$ cat config.mk
export PLATFORM = sky130hd
export DESIGN_NAME = piso_jam_shifter
export DESIGN_NICKNAME = d
export VERILOG_FILES = /design/src/rtl/piso_pkg.sv /design/src/rtl/piso_mode_dec.sv /design/src/rtl/piso_stage.sv /design/src/rtl/piso_tap_sel.sv /design/src/rtl/piso_jam_shifter.sv
export SDC_FILE = /design/constraint.sdc
export NUM_CORES = 1
export LEC_CHECK = 0
export ABC_AREA = 1
export BUFFER_PORTS_ARGS = -buffer_cell sky130_fd_sc_hd__buf_2
export CAP_MARGIN = 40
export CORE_AREA = 2 2 39 41
export CTS_BUF_LIST = sky130_fd_sc_hd__clkbuf_4 sky130_fd_sc_hd__clkbuf_8
export DETAILED_ROUTE_END_ITERATION = 8
export DIE_AREA = 0 0 41 43
export GPL_ROUTABILITY_DRIVEN = 1
export GPL_TIMING_DRIVEN = 0
export PLACE_DENSITY = 0.58
export SLEW_MARGIN = 20
export SYNTH_ARGS = -nofsm -noshare
export SYNTH_HDL_FRONTEND = slang
export SYNTH_SLANG_ARGS = --single-unit
$ cat constraint.sdc
create_clock -name clk -period 0.8 [get_ports clk]
set_input_delay 0.04 -clock clk [delete_from_list [all_inputs] [get_ports clk]]
set_output_delay 0.04 -clock clk [all_outputs]
set_load 0.01 [all_outputs]
$ cat src/rtl/piso_pkg.sv
package piso_pkg;

    typedef enum logic {
        MODE_SHIFT = 1'b0,
        MODE_JAM   = 1'b1
    } piso_mode_e;

    localparam int unsigned TAP_COUNT = 3;

endpackage

$ cat src/rtl/piso_mode_dec.sv
module piso_mode_dec
    import piso_pkg::*;
(
    input  logic       load_sel,
    output piso_mode_e mode
);

    always_comb begin
        mode = MODE_SHIFT;
        unique case (load_sel)
            1'b1: mode = MODE_JAM;
            1'b0: mode = MODE_SHIFT;
        endcase
    end

endmodule

$ cat src/rtl/piso_stage.sv
module piso_stage
    import piso_pkg::*;
#(
    parameter bit ASYNC_LOAD = 1'b0
) (
    input  logic       clk,
    input  logic       rst_n,
    input  piso_mode_e mode,
    input  logic       jam_d,
    input  logic       shift_d,
    output logic       q
);

    logic q_r;

    generate
        if (ASYNC_LOAD) begin : g_async
            // The jam drives the flop's asynchronous set or clear, so the
            // clock is ignored while the jam is active.
            logic force_one;
            logic force_zero;

            assign force_one  = rst_n & (mode == MODE_JAM) & jam_d;
            assign force_zero = ~rst_n | ((mode == MODE_JAM) & ~jam_d);

            always_ff @(posedge clk or posedge force_zero or posedge force_one) begin
                if (force_zero) begin
                    q_r <= 1'b0;
                end else if (force_one) begin
                    q_r <= 1'b1;
                end else begin
                    q_r <= shift_d;
                end
            end
        end else begin : g_sync
            logic next_d;

            always_comb begin
                next_d = shift_d;
                unique case (mode)
                    MODE_JAM:   next_d = jam_d;
                    MODE_SHIFT: next_d = shift_d;
                endcase
            end

            always_ff @(posedge clk or negedge rst_n) begin
                if (!rst_n) begin
                    q_r <= 1'b0;
                end else begin
                    q_r <= next_d;
                end
            end
        end
    endgenerate

    assign q = q_r;

endmodule

$ cat src/rtl/piso_tap_sel.sv
module piso_tap_sel #(
    parameter int unsigned STAGES = 8
) (
    input  logic [STAGES-1:0] stg,
    output logic              tap_n2,
    output logic              tap_n1,
    output logic              ser_out
);

    localparam int unsigned LAST = STAGES - 1;

    assign tap_n2  = stg[LAST-2];
    assign tap_n1  = stg[LAST-1];
    assign ser_out = stg[LAST];

endmodule

$ cat src/rtl/piso_jam_shifter.sv
module piso_jam_shifter
    import piso_pkg::*;
#(
    parameter int unsigned STAGES     = 8,
    parameter bit          ASYNC_LOAD = 1'b0
) (
    input  logic              clk,
    input  logic              rst_n,
    input  logic              load_sel,
    input  logic              ser_in,
    input  logic [STAGES-1:0] par_in,
    output logic              tap_n2,
    output logic              tap_n1,
    output logic              ser_out
);

    localparam int unsigned MIN_STAGES = TAP_COUNT;

    initial begin
        if (STAGES < MIN_STAGES) begin
            $error("STAGES must cover the three output taps");
        end
    end

    piso_mode_e        mode;
    logic [STAGES-1:0] stg;
    logic [STAGES-1:0] shift_src;

    piso_mode_dec u_mode (
        .load_sel (load_sel),
        .mode     (mode)
    );

    // Stage 1 (index 0) takes the serial input; stage k takes stage k-1.
    assign shift_src = {stg[STAGES-2:0], ser_in};

    generate
        for (genvar k = 0; k < STAGES; k++) begin : g_stage
            piso_stage #(
                .ASYNC_LOAD (ASYNC_LOAD)
            ) u_stage (
                .clk     (clk),
                .rst_n   (rst_n),
                .mode    (mode),
                .jam_d   (par_in[k]),
                .shift_d (shift_src[k]),
                .q       (stg[k])
            );
        end
    endgenerate

    piso_tap_sel #(
        .STAGES (STAGES)
    ) u_taps (
        .stg     (stg),
        .tap_n2  (tap_n2),
        .tap_n1  (tap_n1),
        .ser_out (ser_out)
    );

endmodule

==> out/qor.yml <==
status: "finished clean"
clockBufferDepth: 2
num-fill-cells: 147
synth_nets: 46
finalNonFillerCells: 78
io_pins: 15
via_per_inst: 3.67
ys_warn_count: 0
r2r-end: "g_stage[7].u_stage.q"
pre_cts_slack_ns: 0.213
hold_viol: 0
port_buffers: 13
min_from: "load_sel"
grt_max_degree: 10
holdPathStages: 3
insertedDiodeCount: 0
fp.coreArea_sq_um: 1380
largest_reg_flops: 8
ys_types: 4
crit_buf_inv: 1
min_to: "g_stage[0].u_stage.q"
dr.pass1.iters: 2
crit_type: "reg2out"
drcViolationCount: 0
finalWirelength_microns: 682
syn_inst: 34
fin_skew_ns: 0.00333
leakage_nw: 0.296
first_iter_violations: 3
rsz0062_at_grt: "true"
synth_mux_area_share_pct: 0
vias: 286
worst_pin_slew_ns: 0.187
crit_fanout: 2
synth_top_family_by_area: "simple AND/OR/NAND/NOR gates"
relSlewSlack_pct: 87.5
r2r_cells: 3
cp_slowest_cell: "dfrtp_1"
synthToLayoutAreaGrowth_pct: 75.0
die_x_microns: 41
layout.nets: 76
mostFrequentLayoutCells: "24 x nand2_1, 12 x buf_2, 10 x dlygate4sd3_1"
path_cells: "buf_2"
finalPower_w: 0.000925
crit_path_max_incr_delay_ns: 0.37
fin_crit_sh_pct: 99.6
ir_drop_mv: 0.895
cts_root_buf: "clkbuf_4"
fmax_mhz: 1260
syn_area_sq_um: 305
cts_made_buffers: 3
fin_crit_ns: 0.796
end_kind: "output pin"
cts_tree: "yes"
drive_gt1_share_pct: 32.3
hold_class: "in2reg"
setup.worst_path.start_class: "register"
start_util_pct: 22.1
r2r-start: "g_stage[6].u_stage.q"
power_per_cell_area_nw_per_um2: 1730
routedWlPerCell_microns: 8.74
final_util_pct: 38.6
fin_ws_ns: 0.00351
final_common_cell: "nand2_1"
ys_seq_elements: 8
synth-adder-area-share_pct: 0
tns_ns: 0
yosysSeqAreaShare_pct: 65.6
worstSkewPairLatency_ns: 0.25
clkSinkCount: 8
cap_violations: 0
slew_viol_final: 0
yosys.area_share.simple_pct: 29.5
worst_ep_required_time_ns: 0.76
ant_nets: 0
synthXorXnorAreaFrac_pct: 0
dp_cells: 63
antenna_found_initial: 0
grt_pass1_wl_microns: 1100
avgSynthCellArea_sq_um: 8.98
htree_levels: 1
synth_compound_area_share_pct: 0
row_count: 14
die_area_sq_um: 1760
cp_top_family: "flip-flops"
fp.dieH_microns: 43
place_congestion: 0.707
overflow: 0
grt_pass1_vias: 251
clkTransAtPathRegs_ns: 0.06
rrSetupSlack_ns: 0.09
gr-usage-all-layers_pct: 10.1
setup_viol: 0
arrival_ns: 0.76
[how the worst max path moves through the flow]
stage,startpoint,end,slack [ns],cells after the start
detailed placement,g_stage[2].u_stage.q,g_stage[3].u_stage.q,0.21,2
CTS,g_stage[6].u_stage.q,tap_n1,-0.02,1
finish,g_stage[5].u_stage.q,tap_n2,0.004,1
floorplan,g_stage[5].u_stage.q,g_stage[6].u_stage.q,0.18,2
global route,g_stage[5].u_stage.q,tap_n2,-0.03,1
global placement,g_stage[2].u_stage.q,g_stage[3].u_stage.q,0.22,2
[per-layer routing]
layer	share of wire, %	routed length, microns	up-vias	GRT usage, %
li1	-	-	158	-
met1	48	328	117	14.2
met2	45	307	11	11.3
met3	6.7	46	0	4.71
met4	0	0	0	8.00
met5	0	0	-	0
[power breakdown]
part | internal (W) | switching (W) | leakage (nW)
Combinational | 0.0000944 | 0.0000636 | 0.186
Clock | 0.000172 | 0.000144 | 0.0138
Sequential | 0.000440 | 0.0000115 | 0.0970
Total | 0.000706 | 0.000219 | 0.296
[cell families after synthesis]
family	count (synthesis)
simple gates	24
flops	8
buf+inv	2
[stage by stage]
step	hold slack (ns)	cell area, sq um
6_report	0.0251	534
5_1_grt	0.0325	534
4_1_cts	0.0190	513
3_5_place_dp	-0.107	390
3_3_place_gp	-0.110	390
2_1_floorplan	-0.256	305
[layout make-up]
type | instances | area, sq um | share of cell area, %
Sequential cell | 8 | 200 | 37.5
Multi-Input combinational cell | 24 | 90.1 | 16.9
Inverter | 1 | 3.75 | 0.703
Tap cell | 16 | 20.0 | 3.75
Timing Repair Buffer | 25 | 186 | 34.9
Buffer | 1 | 11.3 | 2.11
Clock buffer | 3 | 22.5 | 4.22
[Yosys cell counts]
cell	instances	area (sq um)
nand2_1	24	90.1
dfrtp_1	8	200
buf_6	1	11.3
inv_2	1	3.75
[what timing repair did]
item,CTS,global route
endpoints found under the hold margin,16,0
gates cloned,0,0
hold buffers,10,0
setup buffers,0,2
gates resized for setup,0,1
setup endpoints to repair,2,3
(Power assumes the default switching activity.)
